### config.mk
export PLATFORM = sky130hd
export DESIGN_NAME = radio_bringup_seq
export DESIGN_NICKNAME = d
export VERILOG_FILES = /design/src/rtl/radio_bringup_pkg.sv /design/src/rtl/radio_bringup_delay.sv /design/src/rtl/radio_bringup_prop_pack.sv /design/src/rtl/radio_bringup_frame.sv /design/src/rtl/radio_bringup_seq.sv
export SDC_FILE = /design/constraint.sdc
export NUM_CORES = 1
export LEC_CHECK = 0
export ABC_AREA = 1
export BUFFER_PORTS_ARGS = -buffer_cell sky130_fd_sc_hd__buf_4
export CAP_MARGIN = 0
export CORE_AREA = 2 2 150 152
export CTS_BUF_LIST = sky130_fd_sc_hd__clkbuf_8 sky130_fd_sc_hd__clkbuf_16
export CTS_CLUSTER_DIAMETER = 150
export DETAILED_ROUTE_END_ITERATION = 7
export DIE_AREA = 0 0 152 154
export PLACE_DENSITY = 0.65
export SYNTH_ARGS = -nofsm -noshare
export SYNTH_HDL_FRONTEND = slang
export SYNTH_SLANG_ARGS = --single-unit
### constraint.sdc
create_clock -name clk_i -period 3.1 [get_ports clk_i]
set_input_delay 0.62 -clock clk_i [delete_from_list [all_inputs] [get_ports clk_i]]
set_output_delay 0.62 -clock clk_i [all_outputs]
set_load 0.02 [all_outputs]
### src/rtl/radio_bringup_pkg.sv
package radio_bringup_pkg;
  localparam int COEF_N    = 9;
  localparam int HDR_N     = 4;
  localparam int FRAME_MAX = HDR_N + COEF_N;
  localparam int RSP_LEN   = 3;
  localparam int LEN_W     = $clog2(FRAME_MAX + 1);
  localparam int RX_W      = $clog2(RSP_LEN + 1);
  localparam int VAL_W     = $clog2(COEF_N + 1);

  typedef enum logic [3:0] {
    ST_PART, ST_PWRUP, ST_ICLR, ST_IEN, ST_GPIO, ST_BAND,
    ST_DIV, ST_DEV, ST_PWR, ST_COEF, ST_TX
  } step_e;

  typedef enum logic [2:0] {
    PH_IDLE, PH_SDN, PH_GAP, PH_ISSUE, PH_WAIT
  } phase_e;

  typedef logic [FRAME_MAX-1:0][7:0] frame_t;
  typedef logic [COEF_N-1:0][7:0]    pval_t;
endpackage

### src/rtl/radio_bringup_delay.sv
module radio_bringup_delay #(
  parameter int W = 8
) (
  input  logic         clk_i,
  input  logic         rst_ni,
  input  logic         load_i,
  input  logic [W-1:0] val_i,
  output logic         zero_o
);
  logic [W-1:0] cnt_q;

  always_ff @(posedge clk_i or negedge rst_ni) begin
    if (!rst_ni)              cnt_q <= '0;
    else if (load_i)          cnt_q <= val_i;
    else if (cnt_q != '0)     cnt_q <= cnt_q - W'(1);
  end

  assign zero_o = (cnt_q == '0);
endmodule

### src/rtl/radio_bringup_prop_pack.sv
module radio_bringup_prop_pack
  import radio_bringup_pkg::*;
#(
  parameter logic [7:0] OP_SETP = 8'h11
) (
  input  logic [7:0]       grp_i,
  input  logic [7:0]       prop_i,
  input  logic [VAL_W-1:0] n_i,
  input  pval_t            val_i,   // byte 0 = least significant
  output frame_t           frame_o
);
  pval_t pay;

  // slot j carries value byte n-1-j: most significant first
  for (genvar j = 0; j < COEF_N; j++) begin : g_slot
    logic [VAL_W-1:0] src;
    assign src    = n_i - VAL_W'(j + 1);
    assign pay[j] = (VAL_W'(j) < n_i) ? val_i[src] : 8'h00;
  end

  always_comb begin
    frame_o    = '0;
    frame_o[0] = OP_SETP;
    frame_o[1] = grp_i;
    frame_o[2] = 8'(n_i);
    frame_o[3] = prop_i;
    for (int j = 0; j < COEF_N; j++) frame_o[HDR_N + j] = pay[j];
  end
endmodule

### src/rtl/radio_bringup_frame.sv
module radio_bringup_frame
  import radio_bringup_pkg::*;
#(
  parameter logic [7:0] OP_PART   = 8'h01,
  parameter logic [7:0] OP_PWRUP  = 8'h02,
  parameter logic [7:0] OP_SETP   = 8'h11,
  parameter logic [7:0] OP_GPIO   = 8'h13,
  parameter logic [7:0] OP_ICLR   = 8'h20,
  parameter logic [7:0] OP_TX     = 8'h31,
  parameter logic [7:0] BOOT_FN   = 8'h01,
  parameter logic [7:0] IRQ_NOP   = 8'h00,
  parameter logic [7:0] SDO_NOP   = 8'h00,
  parameter logic [7:0] GRP_INT   = 8'h01,
  parameter logic [7:0] IEN_IDX   = 8'h00,
  parameter logic [7:0] GRP_MOD   = 8'h20,
  parameter logic [7:0] BAND_IDX  = 8'h51,
  parameter logic [7:0] DEV_IDX   = 8'h0A,
  parameter logic [7:0] COEF8_IDX = 8'h0F,
  parameter logic [7:0] GRP_FRQ   = 8'h40,
  parameter logic [7:0] DIV_IDX   = 8'h00,
  parameter logic [7:0] GRP_PA    = 8'h22,
  parameter logic [7:0] PWR_IDX   = 8'h01
) (
  input  step_e             step_i,
  input  logic [31:0]       xo_freq_i,
  input  logic [7:0]        clk_src_i,
  input  logic [7:0]        ph_clr_i,
  input  logic [7:0]        chip_clr_i,
  input  logic [31:0]       gpio_mode_i,
  input  logic [7:0]        drive_i,
  input  logic [7:0]        band_i,
  input  logic [7:0]        int_div_i,
  input  logic [23:0]       frac_i,
  input  logic [23:0]       dev_i,
  input  logic [7:0]        pwr_i,
  input  pval_t             coef_i,
  input  logic [7:0]        chan_i,
  output frame_t            frame_o,
  output logic [LEN_W-1:0]  tx_len_o,
  output logic [RX_W-1:0]   rx_len_o
);
  logic [7:0]       p_grp, p_prop;
  logic [VAL_W-1:0] p_n;
  pval_t            p_val;
  frame_t           p_frame;

  always_comb begin
    p_grp  = GRP_MOD;
    p_prop = 8'h00;
    p_n    = VAL_W'(1);
    p_val  = '0;
    unique case (step_i)
      ST_IEN:  begin p_grp = GRP_INT; p_prop = IEN_IDX; end
      ST_BAND: begin p_prop = BAND_IDX; p_val[0] = band_i; end
      ST_DIV:  begin
        p_grp = GRP_FRQ; p_prop = DIV_IDX; p_n = VAL_W'(4);
        p_val[3:0] = {int_div_i, frac_i};
      end
      ST_DEV:  begin p_prop = DEV_IDX; p_n = VAL_W'(3); p_val[2:0] = dev_i; end
      ST_PWR:  begin p_grp = GRP_PA; p_prop = PWR_IDX; p_val[0] = pwr_i; end
      ST_COEF: begin p_prop = COEF8_IDX; p_n = VAL_W'(COEF_N); p_val = coef_i; end
      default: ;
    endcase
  end

  radio_bringup_prop_pack #(.OP_SETP(OP_SETP)) u_pack (
    .grp_i  (p_grp),
    .prop_i (p_prop),
    .n_i    (p_n),
    .val_i  (p_val),
    .frame_o(p_frame)
  );

  always_comb begin
    frame_o  = '0;
    rx_len_o = '0;
    tx_len_o = LEN_W'(HDR_N) + LEN_W'(p_n);
    unique case (step_i)
      ST_PART: begin
        frame_o[0] = OP_PART;
        tx_len_o   = LEN_W'(1);
        rx_len_o   = RX_W'(RSP_LEN);
      end
      ST_PWRUP: begin
        frame_o[0] = OP_PWRUP;  frame_o[1] = BOOT_FN;  frame_o[2] = clk_src_i;
        frame_o[3] = xo_freq_i[31:24]; frame_o[4] = xo_freq_i[23:16];
        frame_o[5] = xo_freq_i[15:8];  frame_o[6] = xo_freq_i[7:0];
        tx_len_o   = LEN_W'(7);
      end
      ST_ICLR: begin
        frame_o[0] = OP_ICLR;
        frame_o[1] = ph_clr_i & 8'h22;
        frame_o[3] = chip_clr_i;
        tx_len_o   = LEN_W'(4);
      end
      ST_GPIO: begin
        frame_o[0] = OP_GPIO;
        for (int k = 0; k < 4; k++) frame_o[1 + k] = gpio_mode_i[8*k +: 8];
        frame_o[5] = IRQ_NOP; frame_o[6] = SDO_NOP; frame_o[7] = drive_i;
        tx_len_o   = LEN_W'(8);
      end
      ST_TX: begin
        frame_o[0] = OP_TX; frame_o[1] = chan_i; frame_o[2] = 8'h10;
        tx_len_o   = LEN_W'(5);
      end
      default: frame_o = p_frame;
    endcase
  end
endmodule

### src/rtl/radio_bringup_seq.sv
module radio_bringup_seq
  import radio_bringup_pkg::*;
#(
  parameter int          SDN_CYC   = 20,
  parameter int          GAP_CYC   = 5,
  parameter logic [15:0] PART_ID   = 16'h4468,
  parameter logic [7:0]  OP_PART   = 8'h01,
  parameter logic [7:0]  OP_PWRUP  = 8'h02,
  parameter logic [7:0]  OP_SETP   = 8'h11,
  parameter logic [7:0]  OP_GPIO   = 8'h13,
  parameter logic [7:0]  OP_ICLR   = 8'h20,
  parameter logic [7:0]  OP_TX     = 8'h31,
  parameter logic [7:0]  BOOT_FN   = 8'h01,
  parameter logic [7:0]  IRQ_NOP   = 8'h00,
  parameter logic [7:0]  SDO_NOP   = 8'h00,
  parameter logic [7:0]  GRP_INT   = 8'h01,
  parameter logic [7:0]  IEN_IDX   = 8'h00,
  parameter logic [7:0]  GRP_MOD   = 8'h20,
  parameter logic [7:0]  BAND_IDX  = 8'h51,
  parameter logic [7:0]  DEV_IDX   = 8'h0A,
  parameter logic [7:0]  COEF8_IDX = 8'h0F,
  parameter logic [7:0]  GRP_FRQ   = 8'h40,
  parameter logic [7:0]  DIV_IDX   = 8'h00,
  parameter logic [7:0]  GRP_PA    = 8'h22,
  parameter logic [7:0]  PWR_IDX   = 8'h01
) (
  input  logic                   clk_i,
  input  logic                   rst_ni,
  input  logic                   start_i,
  input  logic [31:0]            xo_freq_i,
  input  logic [7:0]             clk_src_i,
  input  logic [7:0]             ph_clr_i,
  input  logic [7:0]             chip_clr_i,
  input  logic [31:0]            gpio_mode_i,
  input  logic [7:0]             drive_i,
  input  logic [7:0]             band_i,
  input  logic [7:0]             int_div_i,
  input  logic [23:0]            frac_i,
  input  logic [23:0]            dev_i,
  input  logic [7:0]             pwr_i,
  input  logic [COEF_N*8-1:0]    coef_i,
  input  logic [7:0]             chan_i,
  output logic                   cmd_req_o,
  output logic [FRAME_MAX*8-1:0] cmd_frame_o,
  output logic [LEN_W-1:0]       cmd_tx_len_o,
  output logic [RX_W-1:0]        cmd_rx_len_o,
  input  logic                   cmd_done_i,
  input  logic                   cmd_err_i,
  input  logic [15:0]            cmd_id_i,
  output logic                   sdn_o,
  output logic                   busy_o,
  output logic                   fault_o
);
  localparam int TMAX = (SDN_CYC > GAP_CYC) ? SDN_CYC : GAP_CYC;
  localparam int TW   = $clog2(TMAX + 1);

  phase_e        ph_q;
  step_e         step_q;
  logic          sdn_q, busy_q, fault_q;
  logic          t_load, t_zero;
  logic [TW-1:0] t_val;
  logic          id_ok, retry;
  frame_t        frame;

  assign id_ok = (cmd_id_i == PART_ID);
  assign retry = (step_q == ST_PART) && !id_ok;

  always_comb begin
    t_load = 1'b0;
    t_val  = TW'(GAP_CYC - 1);
    unique case (ph_q)
      PH_IDLE: if (start_i) begin t_load = 1'b1; t_val = TW'(SDN_CYC - 1); end
      PH_SDN:  t_load = t_zero;
      PH_WAIT: t_load = cmd_done_i && !cmd_err_i && retry;
      default: ;
    endcase
  end

  radio_bringup_delay #(.W(TW)) u_delay (
    .clk_i (clk_i),
    .rst_ni(rst_ni),
    .load_i(t_load),
    .val_i (t_val),
    .zero_o(t_zero)
  );

  always_ff @(posedge clk_i or negedge rst_ni) begin
    if (!rst_ni) begin
      ph_q    <= PH_IDLE;
      step_q  <= ST_PART;
      sdn_q   <= 1'b1;
      busy_q  <= 1'b0;
      fault_q <= 1'b0;
    end else begin
      unique case (ph_q)
        PH_IDLE: if (start_i) begin
          ph_q    <= PH_SDN;
          step_q  <= ST_PART;
          sdn_q   <= 1'b1;
          busy_q  <= 1'b1;
          fault_q <= 1'b0;
        end
        PH_SDN: if (t_zero) begin
          sdn_q <= 1'b0;
          ph_q  <= PH_GAP;
        end
        PH_GAP:   if (t_zero) ph_q <= PH_ISSUE;
        PH_ISSUE: ph_q <= PH_WAIT;
        PH_WAIT: if (cmd_done_i) begin
          if (cmd_err_i) begin
            fault_q <= 1'b1;
            busy_q  <= 1'b0;
            sdn_q   <= 1'b1;
            ph_q    <= PH_IDLE;
          end else if (retry) begin
            ph_q <= PH_GAP;
          end else if (step_q == ST_TX) begin
            busy_q <= 1'b0;
            ph_q   <= PH_IDLE;
          end else begin
            step_q <= step_e'(step_q + 4'd1);
            ph_q   <= PH_ISSUE;
          end
        end
        default: ph_q <= PH_IDLE;
      endcase
    end
  end

  radio_bringup_frame #(
    .OP_PART(OP_PART), .OP_PWRUP(OP_PWRUP), .OP_SETP(OP_SETP), .OP_GPIO(OP_GPIO),
    .OP_ICLR(OP_ICLR), .OP_TX(OP_TX), .BOOT_FN(BOOT_FN), .IRQ_NOP(IRQ_NOP),
    .SDO_NOP(SDO_NOP), .GRP_INT(GRP_INT), .IEN_IDX(IEN_IDX), .GRP_MOD(GRP_MOD),
    .BAND_IDX(BAND_IDX), .DEV_IDX(DEV_IDX), .COEF8_IDX(COEF8_IDX),
    .GRP_FRQ(GRP_FRQ), .DIV_IDX(DIV_IDX), .GRP_PA(GRP_PA), .PWR_IDX(PWR_IDX)
  ) u_frame (
    .step_i     (step_q),
    .xo_freq_i  (xo_freq_i),
    .clk_src_i  (clk_src_i),
    .ph_clr_i   (ph_clr_i),
    .chip_clr_i (chip_clr_i),
    .gpio_mode_i(gpio_mode_i),
    .drive_i    (drive_i),
    .band_i     (band_i),
    .int_div_i  (int_div_i),
    .frac_i     (frac_i),
    .dev_i      (dev_i),
    .pwr_i      (pwr_i),
    .coef_i     (coef_i),
    .chan_i     (chan_i),
    .frame_o    (frame),
    .tx_len_o   (cmd_tx_len_o),
    .rx_len_o   (cmd_rx_len_o)
  );

  assign cmd_frame_o = frame;
  assign cmd_req_o   = (ph_q == PH_ISSUE);
  assign sdn_o       = sdn_q;
  assign busy_o      = busy_q;
  assign fault_o     = fault_q;
endmodule

## Yosys cells after proc, flatten, opt, wreduce, memory -nomap -nowiden

Cells that the tools add are included.
W data, S select, Z words.

- Shift-type cells: 0
- $mul: 0
- Multiplexer cells: 75
- Bitwise gates (word level): 0
- Div/mod/pow operators: 0
- Reductions and logical operators: 22
- Order comparisons: 18
- Equal/unequal tests: 25
- Add/sub/neg operators: 12

Operators with widths:

| cell | number |
|---|---|
| $bmux W8 S4 | 9 |
| $mux W8 | 18 |
| $mux W40 | 2 |
| $pmux W8 S5 | 2 |
| $pmux W24 S3 | 1 |
| $pmux W8 S4 | 2 |
| $pmux W16 S3 | 1 |
| $lt A4 B5 Y1 const B | 9 |
| $pmux W8 S2 | 2 |
| $pmux W6 S5 | 1 |
| $pmux W7 S4 | 1 |
| $pmux W7 S3 | 1 |
| $mux W4 | 5 |
| $mux W5 | 4 |
| $pmux W4 S5 | 1 |
| $eq A16 B15 Y1 const B | 1 |
| $eq A4 B3 Y1 const B | 4 |
| $lt A3 B4 Y1 const A | 4 |
| $ne A2 B2 Y1 const B | 8 |
| $sub A4 B3 Y4 const B | 4 |
| $pmux W3 S5 | 1 |
| $eq A4 B4 Y1 const B | 3 |
| $mux W3 | 4 |
| $pmux W4 S3 | 1 |
| 35 further kinds | 63 |

- Word-level logic and storage cells: 158
- Bits in read-only memories: 0
- Input port bits: 269
- RAM bits: 0
- Flip-flop bits (word level): 15
- Output and inout port bits: 114
- Memories kept: 0
- Bits in latches: 0

## Logic depth before layout (Yosys ltp)

Gate-level depths: netlist of run 1.

- Depth after elaboration: 7
- Depth in mapped cells: 18
- Gate-level depth less buffers: 15

## Modules after synthesis

From an unflattened synthesis of run 1, not the netlist that was laid out.

- Cell total of the unflattened synthesis: 1747
- Area, all modules: 8508.2 um^2

Modules (own cells, without submodules):

| module | sequential area each (um^2) | cells each | area an instance (um^2) | times used |
|---|---|---|---|---|
| radio_bringup_prop_pack | 0.0 | 860 | 4401.7 | 1 |
| radio_bringup_frame | 0.0 | 737 | 3069.2 | 1 |
| radio_bringup_seq | 251.5 | 111 | 734.5 | 1 |
| radio_bringup_delay | 125.1 | 39 | 302.8 | 1 |

## Least setup slack after synthesis of run 1

OpenSTA, ideal clock, no wires.

- Path kind: reg2out
- From: register step_q[0]
- To: output port cmd_frame_o[67]
- Data arrival time: 2799 ps
- Data required time: 2480 ps
- Cell stages (with the launch flop): 14
- Slack: -319 ps
- Buffers on the path: 3
- Cell sequence: dfrtp_1 > ha_1 > clkbuf_2 > inv_1 > nor2_8 > inv_2 > buf_1 > ha_1 > inv_1 > xor2_1 > inv_1 > clkbuf_1 > a21oi_1 > nor3_1

- Cells in the longest elaborated chain, start to end: 7
- Elaborated cells on any way between the ends: 22
- Classes of those cells: add/sub (1); order compare (1); eq/ne (9); mux (9); reduce/logical (2)

Ends and longest elaborated chain:

| element | RTL line | text |
|---|---|---|
| from (decl) | radio_bringup_seq.sv:58 | `step_e step_q;` |
| from (signal assigned) | radio_bringup_seq.sv:121 | `step_q <= step_e'(step_q + 4'd1);` |
| $eq A4 B4 Y1 or $eq A4 B3 Y1 (tied branches) | radio_bringup_frame.sv:52 | `unique case (step_i)` |
| $pmux W4 S3 | radio_bringup_frame.sv:52 |  |
| $sub A4 B3 Y4 | radio_bringup_prop_pack.sv:17 | `assign src = n_i - VAL_W'(j + 1);` |
| $bmux W8 S4 | radio_bringup_prop_pack.sv:18 | `assign pay[j] = (VAL_W'(j) < n_i) ? val_i[src] : 8'h00;` |
| $mux W8 (not written as such) | radio_bringup_prop_pack.sv:18 |  |
| $mux W8 | radio_bringup_prop_pack.sv:18 |  |
| $mux W40 (*) | radio_bringup_frame.sv:78 | `unique case (step_i)` |
| to (decl) | radio_bringup_seq.sv:44 | `output logic [FRAME_MAX*8-1:0] cmd_frame_o,` |

Mark *: on every way between the ends. The rest lies on a longest branch, timed or not. The select of a mux whose other input is x is not followed.

## Final worst setup path of run 1

- From: register step_q[0]
- To: output port cmd_frame_o[84]

The elaborated chain is that of the path after synthesis.

==> impl_metrics.toml, run 1 <==
[outcome]
status = "finished, violations left"
failed_checks = "negative setup slack"

[timing]
fin_crit_ps = 3160
tightest_slew_ps = 553
hold_viol = 0
setup_viol = 20
finalCritPeriodShare_pct = 102
fin_ws_ps = -56.1
finalClockSkew_ps = 2.65
clock.fmax_ghz = 0.317
slew_viol_final = 0
relSlewSlack_pct = 63.1
rsz0062_at_grt = "true"
whs_ps = 218

[setup_path]
crit_buf_inv = 8
r2r_slack_ps = 870
r2r-end = "u_delay.cnt_q[1]"
cp.depth = 14
startpoint_type = "register"
cpLargestDelayFamily = "buffers and inverters"
slowest_stage = "dfrtp_2"
worstPathRequired_ps = 2480
regToRegStartpoint = "step_q[0]"
critPathMaxStageDelay_ps = 440
crit_path_end_kind = "output port"
crit_fanout = 8
worstSetupPathType = "register to output port"
crit_chain = "inv_2 -> ha_4 -> clkinvlp_4 -> nor2_8 -> buf_12 -> buf_12 -> nor2_4 -> buf_6 -> a21oi_4 -> clkinvlp_4 -> buf_12 -> nand3_2 -> a21oi_2 -> buf_4"
reg2reg_depth = 11
cp_common_cell = "buf_12"
worst_ep_arrival_time_ps = 2540

[floorplan]
row_count = 54
core_area_um2 = 21700
io_pins = 383
fp.dieH_um = 154
start_util_pct = 23.5
die-area_um2 = 23400
die_w_um = 152

[clock_network]
cts_tree = "yes"
clk_latency_ps = 250
holdBufCountCts = 0
cts_buffers = 3
htreeDepth = 1
cts.sinks = 15
path_clk_slew_ps = 50
cts_buffer_depth = 2
cts-root-buf = "clkbuf_16"

[yosys]
synthArstFlopShare_pct = 100
synth_cell_types = 46
avgSynthCellArea_um2 = 5.04
syn-instance-count = 1013
synth_largest_area_cell = "nand2_1"
ys_seq_area_share_pct = 7.38
ys_warn_count = 0
yosysTopAreaCellShare_pct = 32.1
ys.flop_type = "dfrtp_1"
synth_seq_cells = 15
synth-edff-count = 0
syn_area_um2 = 5100
synth.area.top_cells = "nand2_1 (32%), nand3_1 (14%), dfrtp_1 (6.9%)"

[power_and_ir_drop]
pwr-share-seq_pct = 12.5
leakage_nw = 5.13
power_mw = 2.90
irDropWorstVdd_mv = 0.441
pwr-share-clk_pct = 8.6
netSwitchingFraction_pct = 50.4
internal_power_mw = 1.44
powerDensity_nw_per_um2 = 288
pwr-share-comb_pct = 78.9
p_sw_mw = 1.46

[place]
place_hpwl_mm = 23.7
port_buffers = 372
pre_cts_ws_ps = -34.7
place_congestion = 0.935

[route]
avgViaCountPerCell = 4.96
wl_per_cell_um = 17.3
drt_iter0_drc = 511
routed_wirelength_mm = 29.5
drc = 0
dr_total_vias = 8481
first_pass_iters = 5
ant_nets = 0

[final_layout]
final_util_pct = 46.3
drive_above_1_share_pct = 48.2
fin_nets = 1712
mostFrequentLayoutCell = "buf_4"
final_cell_mix = "buf_4 (411), nand2_1 (387), nand3_1 (91)"
num_antenna_cells = 0
area_delta_synth_final_pct = 96.8

[global_routing]
first_global_vias = 8090
antenna_found_initial = 0
grt_pass1_wl_mm = 43.0
grt_max_degree = 47
grt-ovfl-total = 0
track_usage_pct = 22.9

[min_path]
hold_class = "input pin to async pin"

[run]
maxCapViolCount = 0
power groups by stage:
stage | sequential, mW | combinational, mW | clock [mW]
3_3_place_gp | 0.353 | 2.12 | 0
6_report | 0.362 | 2.28 | 0.250
2_1_floorplan | 0.360 | 1.15 | 0
4_1_cts | 0.356 | 2.20 | 0.251
3_5_place_dp | 0.356 | 2.13 | 0
5_1_grt | 0.376 | 2.48 | 0.258
flip-flops by register name, indices dropped and copies added, names as in the netlist:
signal	cells
step_q	4
ph_q	3
busy_o	1
u_delay.cnt_q	5
sdn_o	1
fault_o	1
logic make-up (layout without fill, tap and decap cells):
logic type | Yosys count | after routing | synth area share (%)
buffers and inverters | 135 | 547 | 12.0
xor gates and xnor gates | 6 | 6 | 1.18
other | 1 | 4 | 0.0735
DFF | 15 | 15 | 7.38
and+or+nand+nor | 696 | 697 | 58.3
AOI/OAI and AO/OA | 147 | 147 | 17.8
adders and majority gates | 13 | 13 | 3.19
synth_stat cells (2+ instances only):
| cell | n |
|---|---|
| a21oi_1 | 65 |
| a21oi_2 | 2 |
| a22o_1 | 16 |
| buf_1 | 4 |
| buf_2 | 23 |
| buf_4 | 12 |
| buf_6 | 4 |
| clkbuf_1 | 15 |
| dfrtp_1 | 14 |
| ha_1 | 13 |
| inv_1 | 66 |
| inv_2 | 8 |
| nand2_1 | 437 |
| nand2_2 | 3 |
| nand2_4 | 2 |
| nand3_1 | 142 |
| nand3b_1 | 3 |
| nand4_1 | 17 |
| nor2_1 | 64 |
| nor2_2 | 6 |
| nor2_8 | 4 |
| nor3_1 | 15 |
| o2111ai_1 | 2 |
| o211ai_1 | 13 |
| o21ai_0 | 32 |
| o21ai_1 | 5 |
| o22ai_1 | 2 |
| or2_2 | 2 |
| xor2_1 | 5 |
through the flow:
step	cells	instance area (um^2)	setup TNS [ps]
3_5_place_dp	1668	8630	-146
6_report	1709	10000	-395
3_3_place_gp	1668	8630	0
4_1_cts	1692	9090	-31.9
5_1_grt	1709	10000	-3990
2_1_floorplan	1016	5280	-52.1
final cells by class:
type / instances / area, um^2
multi-input cells: 867 / 5090
clock inverters: 1 / 3.75
flip-flops and latches: 15 / 380
well taps: 280 / 350
inverters: 76 / 307
fillers: 2268 / 11600
repair buffers: 467 / 3840
clock buffers: 3 / 75.1
worst register-to-register path, cell delays in order (launching register included):
cell and delay, ps:
dfrtp_2 440, inv_2 90, buf_4 120, ha_1 190, inv_2 80, buf_4 160
nor2_2 250, nand2_1 120, o21ai_1 380, o21ai_0 130, nor2_1 110, nor2_1 50
metal layers:
layer / track usage [%] / share of wire [%]
met5: 0 / 0
met4: 6.54 / 3.4
met3: 2.45 / 6.2
met2: 42.3 / 50
met1: 27.8 / 40
timing repair:
action	in CTS	in global routing
setup endpoints to repair	66	70
resized for setup	57	186
pin swaps	13	46
cloned	2	4
buffers inserted	18	14
worst max path at each step:
stage | start | endpoint
2_1_floorplan | step_q[0] | cmd_frame_o[67]
3_3_place_gp | step_q[0] | cmd_frame_o[67]
3_5_place_dp | step_q[0] | cmd_frame_o[67]
4_1_cts | step_q[0] | cmd_frame_o[38]
5_1_grt | step_q[0] | cmd_frame_o[34]
6_report | step_q[0] | cmd_frame_o[84]
No activity file was read; power rests on OpenSTA's default activity.
==> inputs of run 2 (changes only) <==
--- a/config.mk
+++ b/config.mk
@@ -14,6 +14,7 @@
 export DETAILED_ROUTE_END_ITERATION = 7
 export DIE_AREA = 0 0 152 154
 export PLACE_DENSITY = 0.65
+export REMOVE_ABC_BUFFERS = 1
 export SYNTH_ARGS = -nofsm -noshare
 export SYNTH_HDL_FRONTEND = slang
 export SYNTH_SLANG_ARGS = --single-unit
==> run 2 against run 1 <==
The run now ends clean; via count decreased by 1.7%; combinational power decreased by 2%; sequential share of layout area is 0.22 points higher; flip-flop and latch count did not move; global-route usage grew 0.38 points; sequential power barely moved; non-clock buffer count shrank 15; fmax is 1.9% higher; first-iteration DRC count decreased by 15%; largest power group unchanged; highest routed layer unchanged.
==> impl_metrics.toml, run 2 (synthesized netlist as in run 1, its figures left out) <==
[route]
first_pass_iters = 5
avgViaCountPerCell = 4.92
drt_iter0_drc = 436
ant_nets = 0
dr_total_vias = 8334
wl_per_cell_um = 17.9
routed_wirelength_mm = 30.3
drc = 0

[timing]
finalCritPeriodShare_pct = 99.9
finalClockSkew_ps = 4.89
slew_viol_final = 0
fin_crit_ps = 3100
rsz0062_at_grt = "true"
relSlewSlack_pct = 41.9
clock.fmax_ghz = 0.323
fin_ws_ps = 1.75
hold_viol = 0
setup_viol = 0
tightest_slew_ps = 869
whs_ps = 216
finalSetupTns_ps = 0

[place]
port_buffers = 372
place_hpwl_mm = 24.1
pre_cts_ws_ps = -3.71
place_congestion = 0.867

[global_routing]
track_usage_pct = 23.2
grt_max_degree = 47
grt-ovfl-total = 0
grt-busiest-layer = "met2"
grtUsageMet2_pct = 43.6
use_met3_pct = 3.89
grt_pass1_wl_mm = 43.3
antenna_found_initial = 0
grtUsageMet1_pct = 27.0
first_global_vias = 8204

[final_layout]
largest_reg_flops = 5
area_delta_synth_final_pct = 85.6
drive_above_1_share_pct = 41.1
mostFrequentLayoutCell = "nand2_1"
largest_register = "u_delay.cnt_q"
regArea_um2 = 379
multi_input_area_um2 = 4570
top_regs = "u_delay.cnt_q: 5 flops, step_q: 4 flops, ph_q: 3 flops"
fin_nets = 1696
final_cell_mix = "nand2_1 (417), buf_4 (406), nand3_1 (122)"
n_fill_cell = 2354

[setup_path]
worstPathRequired_ps = 2480
endpoint = "cmd_frame_o[79]"
reg2reg_depth = 12
r2r-end = "step_q[1]"
cp-startpoint = "step_q[0]"
regToRegStartpoint = "step_q[0]"
crit_path_end_kind = "output port"
crit_fanout = 7
r2r_slack_ps = 700
startpoint_type = "register"
worst_ep_arrival_time_ps = 2480
worstSetupPathType = "register to output port"

[clock_network]
path_clk_slew_ps = 50
cts_tree = "yes"
cts-root-buf = "clkbuf_16"
cts.sinks = 15
htreeDepth = 1
clk_latency_ps = 250
cts_buffers = 3
cts_buffer_depth = 2
holdBufCountCts = 0

[floorplan]
row_count = 54
die_w_um = 152
fp.dieH_um = 154
die-area_um2 = 23400
io_pins = 383
core_area_um2 = 21700
start_util_pct = 23.5

[run]
maxCapViolCount = 0

[power_and_ir_drop]
irDropWorstVdd_mv = 0.616
powerDensity_nw_per_um2 = 302
leakage_nw = 4.99
power_mw = 2.86

[outcome]
status = "finished, final reports clean"

[min_path]
hold_class = "input pin to async pin"
-- run 2: changes by cell type in the layout (fill, tap and decap cells not counted), moves of 4 or more --
| cell | before | now |
|---|---|---|
| buf_6 | 41 | 23 |
| nor3_2 | 2 | 6 |
| nand3_1 | 91 | 122 |
| nand2_1 | 387 | 417 |
| buf_12 | 9 | 16 |
| nand3_4 | 10 | 1 |
| nand3_2 | 41 | 19 |
| nor2_1 | 51 | 56 |
| a21oi_2 | 29 | 9 |
| nor3_4 | 6 | 0 |
| a21oi_1 | 34 | 56 |
| nand2_2 | 49 | 19 |
| buf_4 | 411 | 406 |
-- run 2: how the worst min path moves through the flow --
stage | startpoint | endpoint | slack (ps) | cells after the start
after CTS | rst_ni | fault_o | 220 | 1
after detailed placement | u_delay.cnt_q[3] | u_delay.cnt_q[3] | 460 | 1
final | rst_ni | fault_o | 220 | 1
after floorplan | rst_ni | busy_o | 320 | 0
after global placement | u_delay.cnt_q[3] | u_delay.cnt_q[3] | 470 | 1
after global routing | rst_ni | u_delay.cnt_q[2] | 230 | 1
-- run 2: power by group --
| part | switching, mW | internal [mW] | leakage [nW] |
|---|---|---|---|
| combinational | 1.27 | 0.966 | 4.76 |
| sequential | 0.0782 | 0.285 | 0.187 |
| clock | 0.0817 | 0.171 | 0.0423 |
| total | 1.43 | 1.42 | 4.99 |
-- run 2: critical path: stages, from the launching register on --
cell	delay (ps)
dfrtp_2	460
inv_4	90
ha_4	180
inv_4	60
nor2_8	160
ha_2	230
inv_1	110
nor2_4	110
a21oi_1	80
nor2_1	100
nand2_1	70
buf_6	140
inv_2	50
nand2_1	40
a21oi_1	150
buf_4	170
-- run 2: cell type report --
type                    count  share of cell area [%]
diodes                      1                  0.0264
clock buffers               3                   0.793
clock inverters             1                  0.0396
inverters                  76                    3.26
multi-input cells         866                    48.2
flip-flops and latches     15                    4.00
well taps                 280                    3.70
repair buffers            452                    39.9
-- run 2: routing by layer --
| layer | wire [um] | vias up |
|---|---|---|
| met3 | 1920 | 41 |
| met5 | 0 | - |
| met4 | 779 | 0 |
| met1 | 12200 | 3810 |
| li1 | - | 4130 |
| met2 | 15400 | 353 |
-- run 2: repair_timing --
action,in CTS,in global routing
cloned,0,5
setup endpoints to repair,64,66
buffers inserted,12,6
pin swaps,4,25
resized for setup,33,123
-- run 2: stage by stage --
step,std cells,area (um^2),util [%]
2_1_floorplan,957,4790,-
3_3_place_gp,1667,8540,39.4
3_5_place_dp,1667,8540,39.4
4_1_cts,1683,8810,40.6
5_1_grt,1693,9470,43.6
6_report,1694,9470,43.7
==> inputs of run 3 (changes only) <==
--- a/config.mk
+++ b/config.mk
@@ -13,8 +13,10 @@
 export CTS_CLUSTER_DIAMETER = 150
 export DETAILED_ROUTE_END_ITERATION = 7
 export DIE_AREA = 0 0 152 154
-export PLACE_DENSITY = 0.65
+export PLACE_DENSITY = 0.79
 export REMOVE_ABC_BUFFERS = 1
+export SKIP_LAST_GASP = 1
 export SYNTH_ARGS = -nofsm -noshare
 export SYNTH_HDL_FRONTEND = slang
+export SYNTH_HIERARCHICAL = 1
 export SYNTH_SLANG_ARGS = --single-unit
==> constraint.sdc (replaced) <==
create_clock -name clk_i -period 3 [get_ports clk_i]
set_input_delay 0.6 -clock clk_i [delete_from_list [all_inputs] [get_ports clk_i]]
set_output_delay 0.6 -clock clk_i [all_outputs]
set_load 0.02 [all_outputs]
==> run 3 against run 2 <==
The run now ends with design-rule violations, negative setup slack left; worst setup slack got worse by 290 ps; clock skew decreased by 3.8 ps; non-clock buffer count increased by 135; cell count increased by 48%; combinational power about the same; largest power group unchanged; core utilization increased by 27 points; routed wire length increased by 56%; cell area increased by 62%; clock power increased by 5%; highest routed layer unchanged.
==> impl_metrics.toml, run 3 <==
[yosys]
synthTopCellsByCount = "nand2_1 (606), nand3_1 (345), inv_1 (198)"
syn_area_um2 = 8510
synth_largest_area_cell = "nand2_1"
synthArstFlopShare_pct = 100
ys_warn_count = 6
avgSynthCellArea_um2 = 4.87
synth-edff-count = 0
yosysTopAreaCellShare_pct = 26.7
synth_seq_cells = 15
synth_most_common_cell = "nand2_1"
ys.flop_type = "dfrtp_1"
synth_cell_types = 45
synth.area.top_cells = "nand2_1 (27%), nand3_1 (20%), inv_1 (8.7%)"
ys_seq_area_share_pct = 4.43
syn-instance-count = 1747

[power_and_ir_drop]
pwr-share-comb_pct = 78.0
pwr-share-seq_pct = 12.8
internal_power_mw = 1.45
pwr-share-clk_pct = 9.2
powerDensity_nw_per_um2 = 189
netSwitchingFraction_pct = 49.8
leakage_nw = 7.57
irDropWorstVdd_mv = 0.362
p_sw_mw = 1.44

[setup_path]
crit_chain = "inv_2 -> nand2_4 -> nor2_4 -> inv_4 -> ha_4 -> buf_12 -> buf_6 -> nand3_1 -> nand3_1 -> nand3_1 -> nand2_1 -> inv_1 -> inv_1 -> nor2_1 -> buf_4"
critPathMaxStageDelay_ps = 440
cp_common_cell = "nand3_1"
crit_path_end_kind = "output port"
worst_ep_arrival_time_ps = 2690
worstPathRequired_ps = 2400
crit_fanout = 10
startpoint_type = "register"
cpLargestDelayFamily = "buffers and inverters"
worstSetupPathType = "register to output port"
slowest_stage = "dfrtp_2"
crit_buf_inv = 7

[final_layout]
final_util_pct = 70.8
largest_reg_flops = 5
top_regs = "u_delay/cnt_q: 5 flops, step_q: 4 flops, ph_q: 3 flops"
largest_register = "u_delay/cnt_q"
area_delta_synth_final_pct = 80.5
num_antenna_cells = 0
layoutNonFillerInstCount = 2499
fin_nets = 2506
final_cell_mix = "nand2_1 (512), buf_4 (461), nand3_1 (214)"
mostFrequentLayoutCell = "nand2_1"
drive_above_1_share_pct = 46.1

[global_routing]
track_usage_pct = 34.3
grt_max_degree = 63
first_global_vias = 12700
grt_pass1_wl_mm = 65.8
antenna_found_initial = 0
grt-ovfl-total = 0

[route]
wl_per_cell_um = 18.8
routed_wirelength_mm = 47.1
dr_total_vias = 14300
ant_nets = 0
drt_iter0_drc = 1576
first_pass_iters = 8
drc = 12
avgViaCountPerCell = 5.72

[floorplan]
die-area_um2 = 23400
io_pins = 383
start_util_pct = 39.2
core_area_um2 = 21700
row_count = 54
fp.dieH_um = 154
die_w_um = 152

[clock_network]
cts-root-buf = "clkbuf_16"
path_clk_slew_ps = 50
cts_tree = "yes"
cts_buffers = 3
cts_buffer_depth = 2
htreeDepth = 1
holdBufCountCts = 0
clk_latency_ps = 250
cts.sinks = 15

[timing]
rsz0062_at_grt = "true"
fin_ws_ps = -290
slew_viol_final = 0
tightest_slew_ps = 621
finalClockSkew_ps = 1.05
setup_viol = 68
finalCritPeriodShare_pct = 110
hold_viol = 0
fin_crit_ps = 3290
relSlewSlack_pct = 58.6
clock.fmax_ghz = 0.304

[place]
placed_cells = 2433
pre_cts_ws_ps = -143
place_hpwl_mm = 32.3
port_buffers = 372
place_congestion = 1.00

[outcome]
failed_checks = "design-rule violations, negative setup slack"
status = "finished, violations left"

[min_path]
hold_class = "input pin to async pin"

[run]
maxCapViolCount = 0
-- run 3: cell count changes in the layout (fill, tap and decap cells not counted), sizes merged, moves of 43 or more --
cell	previous run	this run
buf	447	580
inv	76	215
nand2	442	617
nand3	142	347
nand4	17	60
nor2	74	175
-- run 3: through the flow --
step	cell area [um^2]	setup TNS, ps	hold WS (ps)	power [mW]
floorplan	7750	-228530	304	1.47
global placement	12300	-836	471	2.47
detailed placement	12300	-1380	467	2.50
CTS	13600	-7930	209	2.84
global route	15400	-18010	211	3.11
finish	15400	-10670	199	2.90
-- run 3: power by group through the flow --
stage	registers, mW	logic, mW	clock network (mW)
after floorplan	0.384	1.08	0
after global placement	0.367	2.10	0
after detailed placement	0.368	2.13	0
after CTS	0.366	2.20	0.268
after global routing	0.382	2.45	0.283
final	0.371	2.26	0.266
-- run 3: worst reg2reg max path, stage by stage (launching register included) --
cell and delay (ps):
dfrtp_2 450, buf_4 150, buf_4 140, inv_1 80, ha_1 140, nor3b_1 170, nand2_1 120, o221ai_1 510
inv_2 120, nand4_2 150, nand2_1 70, o21ai_1 70
-- run 3: area by class of cell --
cell class,instances,area (um^2)
Tap cell,280,350
Timing Repair Buffer,587,5400
Inverter,215,852
Sequential cell,15,382
Fill cell,1735,6330
Multi-Input combinational cell,1398,8300
Clock inverter,1,5.00
Clock buffer,3,75.1
-- run 3: kinds of logic after synthesis --
kind of cell    after synthesis  share of synthesized area, %
simple gates               1245                          64.3
buf+inv                     349                          19.2
compound gates              103                          6.60
fa+ha+maj                    17                          2.50
flops                        15                          4.43
xor+xnor                     14                          2.85
other cells                   4                         0.176
-- run 3: worst paths after layout --
| kind | from | endpoint | slack, ps | cells after the start |
|---|---|---|---|---|
| setup / recovery | step_q[3] | cmd_frame_o[84] | -290 | 15 |
| hold / removal | rst_ni | fault_o | 200 | 1 |
| setup reg to reg | step_q[0] | u_delay/cnt_q[0] | 750 | 11 |
| hold reg to reg | sdn_o | sdn_o | 490 | 2 |
| max in group asynchronous | rst_ni | sdn_o | 2550 | 1 |
| min in group clk_i | sdn_o | sdn_o | 490 | 2 |
-- run 3: per-layer routing --
| layer | wire [um] | track usage (%) | up-vias |
|---|---|---|---|
| met3 | 5340 | 5.16 | 284 |
| met4 | 3390 | 15.4 | 0 |
| met5 | 0 | 0 | - |
| li1 | - | - | 6474 |
| met1 | 16500 | 40.6 | 6386 |
| met2 | 21900 | 61.2 | 1154 |
-- run 3: timing repair --
item / CTS / global route
endpoints found under the setup margin: 72 / 72
setup buffers: 25 / 30
resized for setup: 209 / 340
pin swaps: 66 / 169
cloned: 4 / 6
